==> src/rtl/vmem_pkg.sv <==
`timescale 1ns/1ps
// Shared definitions for the banked video memory access unit.
// Assumes the RAM is built from 32-bit words holding four byte planes.
package vmem_pkg;

    // Addressing scheme in force for the current access
    typedef enum logic [1:0] {
        MODE_PLANAR  = 2'd0,
        MODE_ODDEVEN = 2'd1,
        MODE_CHAIN4  = 2'd2
    } vmem_mode_e;

    // Value returned for reads that fall outside the RAM
    localparam logic [7:0] FILL_BYTE = 8'hFF;

    // Number of byte planes in one RAM word
    localparam int PLANES = 4;

    // Size of the host window in address bits
    localparam int WINDOW_AW = 16;

endpackage

==> src/rtl/vmem_bank_reg.sv <==
`timescale 1ns/1ps
// Bank register: holds the 64 KiB slice selected for the host window.
// Assumes BANK_W = log2(RAM size) - 16. The stored value is the written
// value ANDed with a fixed mask, independent of any mode bit.
module vmem_bank_reg #(
    parameter int BANK_W = 2
) (
    input  logic              clk,
    input  logic              rst_n,
    input  logic              bank_we,
    input  logic [15:0]       bank_wdata,
    output logic [BANK_W-1:0] bank_q
);

    localparam logic [15:0] BANK_MASK = 16'((1 << BANK_W) - 1);

    logic [15:0] masked;

    // Apply the fixed bank mask to the written value
    always_comb masked = bank_wdata & BANK_MASK;

    // Bank storage, cleared on reset
    always_ff @(posedge clk) begin
        if (!rst_n)
            bank_q <= '0;
        else if (bank_we)
            bank_q <= BANK_W'(masked);
    end

endmodule

==> src/rtl/vmem_addr_xlate.sv <==
`timescale 1ns/1ps
// Address translation: decodes the mode, forms the translated byte address
// and range-checks it against the RAM size in every mode.
// Assumes RAM_BYTES is a power of two of at least 256 KiB.
module vmem_addr_xlate
    import vmem_pkg::*;
#(
    parameter int RAM_BYTES = 262144,
    localparam int RAM_AW   = $clog2(RAM_BYTES),
    localparam int BANK_W   = RAM_AW - WINDOW_AW,
    localparam int WORD_AW  = RAM_AW - 2
) (
    input  logic [BANK_W-1:0]    bank_q,
    input  logic [WINDOW_AW-1:0] host_addr,
    input  logic                 cfg_chain4,
    input  logic                 cfg_odd_even,
    input  logic [1:0]           cfg_read_map,
    output vmem_mode_e           mode,
    output logic [WORD_AW-1:0]   word_addr,
    output logic [1:0]           lane,
    output logic                 out_of_range
);

    localparam int EXT_W = RAM_AW + 2;

    logic [RAM_AW-1:0] lin_addr;
    logic [EXT_W-1:0]  byte_addr;
    logic [1:0]        oe_plane;

    // Mode decode, chain-4 has priority over odd/even
    always_comb begin
        if (cfg_chain4)
            mode = MODE_CHAIN4;
        else if (cfg_odd_even)
            mode = MODE_ODDEVEN;
        else
            mode = MODE_PLANAR;
    end

    // Linear window address and translated byte address per mode
    always_comb begin
        lin_addr = {bank_q, host_addr};
        oe_plane = {cfg_read_map[1], lin_addr[0]};
        unique case (mode)
            MODE_CHAIN4:  byte_addr = EXT_W'(lin_addr);
            MODE_ODDEVEN: byte_addr = ((EXT_W'(lin_addr) & ~EXT_W'(1)) << 1)
                                      | EXT_W'(oe_plane);
            default:      byte_addr = EXT_W'(lin_addr) << 2;
        endcase
    end

    // Range check and split into RAM word and byte lane
    always_comb begin
        out_of_range = (byte_addr >= EXT_W'(RAM_BYTES));
        word_addr    = byte_addr[RAM_AW-1:2];
        lane         = (mode == MODE_PLANAR) ? cfg_read_map : byte_addr[1:0];
    end

endmodule

==> src/rtl/vmem_write_path.sv <==
`timescale 1ns/1ps
// Write path: forms per-lane byte enables from the plane enables and keeps
// the sticky planar plane-written status.
// Assumes out-of-range writes must leave RAM and status untouched.
module vmem_write_path
    import vmem_pkg::*;
(
    input  logic        clk,
    input  logic        rst_n,
    input  logic        host_we,
    input  logic [7:0]  host_wdata,
    input  logic [3:0]  cfg_plane_en,
    input  vmem_mode_e  mode,
    input  logic [1:0]  lane,
    input  logic        out_of_range,
    output logic [3:0]  ram_be,
    output logic [31:0] ram_wdata,
    output logic [3:0]  plane_touched
);

    // One enable and one data lane per plane
    for (genvar g = 0; g < PLANES; g++) begin : g_lane
        // Planar writes use the full plane mask, the others a single lane
        always_comb begin
            if (mode == MODE_PLANAR)
                ram_be[g] = cfg_plane_en[g];
            else
                ram_be[g] = (lane == 2'(g)) && cfg_plane_en[g];
            ram_wdata[g*8 +: 8] = host_wdata;
        end
    end

    // Sticky record of planes written by in-range planar writes
    always_ff @(posedge clk) begin
        if (!rst_n)
            plane_touched <= '0;
        else if (host_we && !out_of_range && mode == MODE_PLANAR)
            plane_touched <= plane_touched | cfg_plane_en;
    end

endmodule

==> src/rtl/vmem_read_path.sv <==
`timescale 1ns/1ps
// Read path: remembers the lane and range result of a read request, selects
// the byte from the RAM word one cycle later and loads the planar latch.
// Assumes the RAM returns read data one clock after the access.
module vmem_read_path
    import vmem_pkg::*;
(
    input  logic        clk,
    input  logic        rst_n,
    input  logic        host_re,
    input  logic        host_we,
    input  vmem_mode_e  mode,
    input  logic [1:0]  lane,
    input  logic        out_of_range,
    input  logic [31:0] ram_rdata,
    output logic [7:0]  host_rdata,
    output logic        host_rvalid,
    output logic [31:0] latch_word
);

    logic       pend_q;
    logic       oor_q;
    logic       planar_q;
    logic [1:0] lane_q;

    // Capture request attributes for the return cycle
    always_ff @(posedge clk) begin
        if (!rst_n) begin
            pend_q   <= 1'b0;
            oor_q    <= 1'b0;
            planar_q <= 1'b0;
            lane_q   <= '0;
        end else begin
            pend_q   <= host_re && !host_we;
            oor_q    <= out_of_range;
            planar_q <= (mode == MODE_PLANAR);
            lane_q   <= lane;
        end
    end

    // Planar latch, loaded only by in-range planar reads
    always_ff @(posedge clk) begin
        if (!rst_n)
            latch_word <= '0;
        else if (pend_q && planar_q && !oor_q)
            latch_word <= ram_rdata;
    end

    // Byte selection with fill value for out-of-range reads
    always_comb begin
        host_rvalid = pend_q;
        if (!pend_q)
            host_rdata = 8'h00;
        else if (oor_q)
            host_rdata = FILL_BYTE;
        else
            host_rdata = ram_rdata[lane_q*8 +: 8];
    end

endmodule

==> src/rtl/vmem_bank_port.sv <==
`timescale 1ns/1ps
// Banked video memory access unit: byte-wide host port onto a four-plane
// video RAM with chain-4, odd/even and planar latched addressing, a 64 KiB
// bank register and range checking after translation in every mode.
// Assumes an external synchronous RAM of 32-bit words with byte enables.
module vmem_bank_port
    import vmem_pkg::*;
#(
    parameter int RAM_BYTES = 262144,
    localparam int RAM_AW   = $clog2(RAM_BYTES),
    localparam int BANK_W   = RAM_AW - WINDOW_AW,
    localparam int WORD_AW  = RAM_AW - 2
) (
    input  logic               clk,
    input  logic               rst_n,
    input  logic [15:0]        host_addr,
    input  logic [7:0]         host_wdata,
    input  logic               host_we,
    input  logic               host_re,
    output logic [7:0]         host_rdata,
    output logic               host_rvalid,
    input  logic               cfg_chain4,
    input  logic               cfg_odd_even,
    input  logic [1:0]         cfg_read_map,
    input  logic [3:0]         cfg_plane_en,
    input  logic               bank_we,
    input  logic [15:0]        bank_wdata,
    output logic               ram_en,
    output logic               ram_we,
    output logic [WORD_AW-1:0] ram_word_addr,
    output logic [3:0]         ram_be,
    output logic [31:0]        ram_wdata,
    input  logic [31:0]        ram_rdata,
    output logic [31:0]        latch_word,
    output logic [3:0]         plane_touched
);

    logic [BANK_W-1:0]  bank_q;
    vmem_mode_e         mode;
    logic [WORD_AW-1:0] word_addr;
    logic [1:0]         lane;
    logic               out_of_range;

    vmem_bank_reg #(.BANK_W(BANK_W)) u_bank (
        .clk        (clk),
        .rst_n      (rst_n),
        .bank_we    (bank_we),
        .bank_wdata (bank_wdata),
        .bank_q     (bank_q)
    );

    vmem_addr_xlate #(.RAM_BYTES(RAM_BYTES)) u_xlate (
        .bank_q       (bank_q),
        .host_addr    (host_addr),
        .cfg_chain4   (cfg_chain4),
        .cfg_odd_even (cfg_odd_even),
        .cfg_read_map (cfg_read_map),
        .mode         (mode),
        .word_addr    (word_addr),
        .lane         (lane),
        .out_of_range (out_of_range)
    );

    vmem_write_path u_wr (
        .clk           (clk),
        .rst_n         (rst_n),
        .host_we       (host_we),
        .host_wdata    (host_wdata),
        .cfg_plane_en  (cfg_plane_en),
        .mode          (mode),
        .lane          (lane),
        .out_of_range  (out_of_range),
        .ram_be        (ram_be),
        .ram_wdata     (ram_wdata),
        .plane_touched (plane_touched)
    );

    vmem_read_path u_rd (
        .clk          (clk),
        .rst_n        (rst_n),
        .host_re      (host_re),
        .host_we      (host_we),
        .mode         (mode),
        .lane         (lane),
        .out_of_range (out_of_range),
        .ram_rdata    (ram_rdata),
        .host_rdata   (host_rdata),
        .host_rvalid  (host_rvalid),
        .latch_word   (latch_word)
    );

    // RAM strobes: only in-range requests reach the RAM
    always_comb begin
        ram_en        = (host_we || host_re) && !out_of_range;
        ram_we        = host_we && !out_of_range;
        ram_word_addr = word_addr;
    end

endmodule

==> config.mk <==
export PLATFORM = sky130hd
export DESIGN_NAME = vmem_bank_port
export DESIGN_NICKNAME = d
export VERILOG_FILES = /design/src/rtl/vmem_pkg.sv /design/src/rtl/vmem_bank_reg.sv /design/src/rtl/vmem_addr_xlate.sv /design/src/rtl/vmem_write_path.sv /design/src/rtl/vmem_read_path.sv /design/src/rtl/vmem_bank_port.sv
export SDC_FILE = /design/constraint.sdc
export NUM_CORES = 1
export LEC_CHECK = 0
export BUFFER_PORTS_ARGS = -buffer_cell sky130_fd_sc_hd__buf_2
export CAP_MARGIN = 20
export CORE_AREA = 2 2 79 88
export CTS_CLUSTER_DIAMETER = 200
export CTS_CLUSTER_SIZE = 25
export DETAILED_ROUTE_END_ITERATION = 12
export DIE_AREA = 0 0 81 90
export GPL_TIMING_DRIVEN = 0
export PLACE_DENSITY = 0.82
export REMOVE_ABC_BUFFERS = 1
export SYNTH_ARGS = -nofsm -noshare
export SYNTH_HDL_FRONTEND = slang
export SYNTH_SLANG_ARGS = --single-unit
==> constraint.sdc <==
create_clock -name clk -period 1.4 [get_ports clk]
set_clock_uncertainty 0.15 [all_clocks]
set_input_delay 0.21 -clock clk [delete_from_list [all_inputs] [get_ports clk]]
set_output_delay 0.21 -clock clk [all_outputs]
set_load 0.01 [all_outputs]
==> results.yml, run 1 <==
status:
  status: "finished with violations"
  violations: "setup timing"
sta:
  fin_setup_tns_ps: -2690
  layout_setup_ws_ps: -358
  hold_viol_final: 0
  fin_crit_ps: 1760
  holdWs_ps: 16.3
  drv_slew: 0
  rsz0062_at_grt: "yes"
  fmax_mhz: 569
  setup_violations: 10
  worst_slew_pin_slew_ps: 621
  timing.slew.headroom_pct: 58.6
  post-route-period-util_pct: 126
route:
  vias_per_cell: 5.03
  wirelength_um: 6690
  firstDrtPassIters: 4
  vias: 2461
  first_iter_violations: 29
  drcViolationCount: 0
  drtAntennaViolNets: 0
  wl_per_cell_um: 13.7
global_routing:
  globalRouteOverflowTotal: 0
  antenna_found_initial: 0
  grt_max_degree: 44
  gr-usage-met2_pct: 30.6
  grt_use_total_pct: 17.6
  met3_usage_pct: 9.24
  grt.busiest_layer: "met2"
  grt_pass1_wl_um: 10100
  gr-usage-met1_pct: 18.2
  grt_pass1_vias: 2200
cells_and_area:
  synthToLayoutAreaGrowth_pct: 25.1
  final_common_cell: "buf_2"
  multi_input_area_mm2: 0.00135
  num_antenna_cells: 0
  seq_area_um2: 875
  final_cell_mix: "127 x buf_2, 83 x nand2_1, 38 x dfxtp_1, 34 x mux2i_1, 24 x a21boi_0"
  post-route-util_pct: 49.8
  fillers: 648
  drive_gt1_share_pct: 39.1
  nets: 492
synthesis:
  syn_area_mm2: 0.00256
  synth_cell_type_count: 25
  ys_seq_area_share_pct: 33.6
  synth-seq-cells: 43
  ys_warn_count: 0
  netlist_instances: 315
  syn_avg_cell_area_um2: 8.14
place:
  port_buffers: 129
  place_hpwl_um: 4990
  gp_congestion: 0.732
clock_network:
  clk_latency_ps: 280
  holdBufCountCts: 0
  cts.clk_slew.worst_paths_ps: 80
  clock-sinks: 43
  cts_tree: "yes"
  cts_buffers: 5
  htree_num_levels: 2
  root_buffer: "clkbuf_8"
  clk_path_buf_depth: 2
setup_path:
  cp.arrival_ps: 1400
  critical_path_required_ps: 1040
  cp-start-kind: "register"
  critPathKind: "register to output port"
  end_kind: "output port"
  worstPathMaxFanout: 4
power:
  ir_drop_mv: 0.333
  power.total_mw: 2.56
  leakage_nw: 1.50
  p_per_area_mw_per_mm2: 797
floorplan:
  start_util_pct: 39.8
  rows: 31
  die-area_mm2: 0.00729
  core_mm2: 0.00644
  die_h_um: 90
  io_pins: 184
  die_w_um: 81
hold_path:
  hold_class: "input port to register"
job:
  drv_cap: 0
==> worst paths after layout <==
path / from / to / slack [ps] / depth (start not counted)
min reg2reg: u_rd.latch_word[3]$_SDFFE_PN0P_ / u_rd.latch_word[3]$_SDFFE_PN0P_ / 310 / 2
max reg2reg: u_bank.bank_q[0]$_SDFFE_PN0P_ / u_wr.plane_touched[1]$_SDFFE_PN0P_ / 110 / 4
min: ram_rdata[3] / u_rd.latch_word[3]$_SDFFE_PN0P_ / 20 / 3
max: u_rd.lane_q[0]$_SDFF_PN0_ / host_rdata[3] / -360 / 4
==> cell type report <==
type	count	share of cell area (%)
Clock buffer	6	2.57
Clock inverter	1	0.156
Inverter	2	0.234
Multi-Input combinational cell	216	42.1
Sequential cell	43	27.3
Tap cell	82	3.20
Timing Repair Buffer	139	24.5
==> routing by layer <==
| metal | up-vias | wire length [um] | share of wire [%] |
|---|---|---|---|
| li1 | 1209 | - | - |
| met1 | 1097 | 2540 | 38 |
| met2 | 145 | 3300 | 49 |
| met3 | 8 | 786 | 12 |
| met4 | 2 | 37 | 0.55 |
| met5 | - | 30 | 0.45 |
==> sequential cells by signal, indices dropped and copies added, names as in the netlist <==
register	count
u_bank.bank_q	2
u_rd.host_rvalid	1
u_rd.lane_q	2
u_rd.latch_word	32
u_rd.oor_q	1
u_rd.planar_q	1
u_wr.plane_touched	4
==> power breakdown <==
part           leakage (nW)  switching [mW]  internal (mW)
registers             0.351          0.0164           1.24
logic                  1.11           0.270          0.252
clock network        0.0470           0.390          0.387
==> worst max-delay path, cell delays in order (launching register included) <==
cell and delay, ps:
dfxtp_4 360, buf_4 160, mux2i_1 120, a221oi_1 290, buf_2 190
==> synthesized netlist by cell type (all sizes together) <==
library cell,n,share of area [%]
a21oi,4,0.78
nand3b,1,0.29
and2,2,0.49
nor3b,1,0.29
a21boi,34,10
nand2b,4,0.98
mux2i,35,14
o21ai,18,3.5
nand2,83,12
nor2,6,0.88
buf,48,14
clkbuf,6,0.88
dfxtp,43,34
and3b,3,1.0
inv,2,0.29
a31oi,4,0.98
and3,1,0.24
a221oi,8,2.7
o21a,3,0.88
nor2b,9,2.2
==> kinds of logic (layout without fill, tap and decap cells) <==
kind of cell	count (synthesis)	in the layout	share of synthesized area, %
AND/OR/NAND/NOR	110	110	18.5
AO/OA/AOI/OAI	71	71	18.8
buffers and inverters	56	148	15.4
flip-flops	43	43	33.6
multiplexers	35	35	13.7
==> what timing repair did <==
item / CTS / global route
pin swaps: 8 / 3
resized for setup: 16 / 7
setup endpoints to repair: 66 / 32
setup buffers: 6 / 2
==> metrics by stage <==
| stage | setup slack [ps] | instance area (um^2) | instances |
|---|---|---|---|
| 2_1_floorplan | -327 | 2180 | 261 |
| 3_3_place_gp | -703 | 2930 | 472 |
| 3_5_place_dp | -722 | 2970 | 474 |
| 4_1_cts | -359 | 3160 | 487 |
| 5_1_grt | -401 | 3210 | 489 |
| 6_report | -358 | 3210 | 489 |
(Power assumes the default switching activity.)
==> inputs of run 2 (changes only) <==
- RECOVER_POWER: unset -> 100
==> run 2 against run 1 <==
  * The run still ends with setup timing left
  * Critical path depth is the same
  * Clock power about the same
  * Flip-flop and latch count stayed put
  * Clock-buffer cell count stayed put
  * Via count rose by 0.20%
  * Sequential power is essentially flat
  * Critical path type unchanged
  * Die area stayed put
  * Final cell count unchanged
  * Sequential share of layout area up 0.45 points
  * Highest routed layer unchanged
  * Worst hold slack better by 0.82 ps
  * Setup slack improved by 8.2 ps
  * First-iteration DRC count is 21% higher
==> results.yml, run 2 (same netlist as run 1, synthesis figures left out) <==
place:
  dp.cells: 474
  place_hpwl_um: 4990
  port_buffers: 129
  placed_area_mm2: 0.00297
  place_ws_ps: -722
  gp_congestion: 0.732
status:
  status: "finished with violations"
  violations: "setup timing"
cells_and_area:
  fillers: 670
  top_register: "u_rd.latch_word"
  final_cells: 489
  synthToLayoutAreaGrowth_pct: 23.1
  multi_input_area_mm2: 0.00135
  num_antenna_cells: 0
  post-route-util_pct: 49.0
  final_common_cell: "buf_2"
  nets: 492
  final_cell_mix: "90 x buf_2, 83 x nand2_1, 38 x dfxtp_1, 36 x clkbuf_1, 34 x mux2i_1"
  largest_reg_flops: 32
  drive_gt1_share_pct: 30.0
  reg.largest.list: "u_rd.latch_word (32), u_wr.plane_touched (4)"
  final_cell_area_mm2: 0.00316
  seq_area_um2: 875
setup_path:
  cp-start-kind: "register"
  worstPathMaxFanout: 4
  reg2reg_depth: 4
  end_kind: "output port"
  rr_endpoint: "u_wr.plane_touched[1]$_SDFFE_PN0P_"
  endpoint: "host_rdata[3]"
  critical_path_required_ps: 1040
  max_stage_delay_ps: 360
  r2r_start: "u_bank.bank_q[0]$_SDFFE_PN0P_"
  cp.arrival_ps: 1390
  critPathKind: "register to output port"
  r2r_slack_ps: 110
  startpoint: "u_rd.lane_q[0]$_SDFF_PN0_"
  crit_chain: "buf_4 -> mux2i_1 -> a221oi_1 -> buf_2"
  cp_slowest_cell: "dfxtp_4"
hold_path:
  hold_class: "input port to register"
  min-delay-start: "ram_rdata[3]"
route:
  wl_per_cell_um: 13.8
  wirelength_um: 6750
  drcViolationCount: 0
  firstDrtPassIters: 4
  vias: 2466
  first_iter_violations: 35
  drtAntennaViolNets: 0
  vias_per_cell: 5.04
sta:
  fin_setup_tns_ps: -2870
  holdWs_ps: 17.1
  setup_violations: 11
  drv_slew: 0
  post-route-period-util_pct: 125
  timing.slew.headroom_pct: 53.9
  hold_viol_final: 0
  layout_setup_ws_ps: -350
  fmax_mhz: 571
  rsz0062_at_grt: "yes"
  worst_slew_pin_slew_ps: 691
  fin_crit_ps: 1750
global_routing:
  grt_max_degree: 44
  met3_usage_pct: 9.24
  grt.busiest_layer: "met2"
  grt_use_total_pct: 17.6
  grt_pass1_wl_um: 10100
  grt_pass1_vias: 2200
  gr-usage-met1_pct: 18.2
  antenna_found_initial: 0
  gr-usage-met2_pct: 30.6
  globalRouteOverflowTotal: 0
power:
  seq_power_share_pct: 49.3
  clkPwrFrac_pct: 30.4
  switching_share_pct: 26.4
  p_sw_mw: 0.674
  ir_drop_mv: 0.333
  power.total_mw: 2.55
  leakage_nw: 1.34
  cell_internal_pwr_mw: 1.88
  combPwrFrac_pct: 20.3
  p_per_area_mw_per_mm2: 808
floorplan:
  start_util_pct: 39.8
  die_w_um: 81
  core_mm2: 0.00644
  die_h_um: 90
  die-area_mm2: 0.00729
  io_pins: 184
  rows: 31
clock_network:
  htree_num_levels: 2
  clk_latency_ps: 280
  holdBufCountCts: 0
  root_buffer: "clkbuf_8"
  clk_path_buf_depth: 2
  cts_tree: "yes"
  clock-sinks: 43
  cts.clk_slew.worst_paths_ps: 70
  cts_buffers: 5
job:
  drv_cap: 0
==> run 2: cell types whose count changed in the layout (fill, tap and decap cells not counted) <==
cell / change
clkbuf_4: +1
clkbuf_1: +36
a21oi_2: -1
a21oi_1: +1
clkbuf_2: +1
buf_2: -37
buf_6: -1
==> run 2: layout make-up <==
| type | instances | area share [%] |
|---|---|---|
| Multi-Input combinational cell | 216 | 42.7 |
| Tap cell | 82 | 3.25 |
| Inverter | 2 | 0.238 |
| Sequential cell | 43 | 27.7 |
| Clock inverter | 1 | 0.159 |
| Clock buffer | 6 | 2.62 |
| Timing Repair Buffer | 139 | 23.4 |
==> run 2: timing repair <==
item	CTS	global route
pin swaps	8	3
buffers inserted	6	2
gates resized for setup	16	7
setup endpoints to repair	66	32
==> run 2: critical path, delay by kind of cell (launching register included) <==
family	cells	cell delay [ps]
AOI/OAI and AO/OA	1	280
buffers and inverters	2	350
muxes	1	120
DFF	1	360
==> run 2: how the worst min path moves through the flow <==
| stage | end | slack [ps] | cells past startpoint |
|---|---|---|---|
| 6_report | u_rd.latch_word[3]$_SDFFE_PN0P_ | 20 | 3 |
| 5_1_grt | u_rd.latch_word[3]$_SDFFE_PN0P_ | 8 | 3 |
| 4_1_cts | u_rd.lane_q[0]$_SDFF_PN0_ | 5 | 3 |
| 3_5_place_dp | ram_wdata[20] | 270 | 0 |
| 3_3_place_gp | ram_wdata[20] | 270 | 0 |
| 2_1_floorplan | u_rd.oor_q$_SDFF_PN0_ | 180 | 1 |
==> run 2: per-layer routing <==
metal	routed length [um]	share of wire, %	vias to the layer above
met1	2540	38	1096
met3	808	12	8
met4	60	0.89	2
met2	3310	49	148
met5	30	0.44	-
li1	-	-	1212
==> run 2: power by group through the flow <==
stage / registers (mW) / logic [mW] / clock network, mW
3_3_place_gp: 1.30 / 0.456 / 0
6_report: 1.26 / 0.517 / 0.775
4_1_cts: 1.26 / 0.510 / 0.821
5_1_grt: 1.26 / 0.566 / 0.881
2_1_floorplan: 1.30 / 0.204 / 0
3_5_place_dp: 1.30 / 0.469 / 0
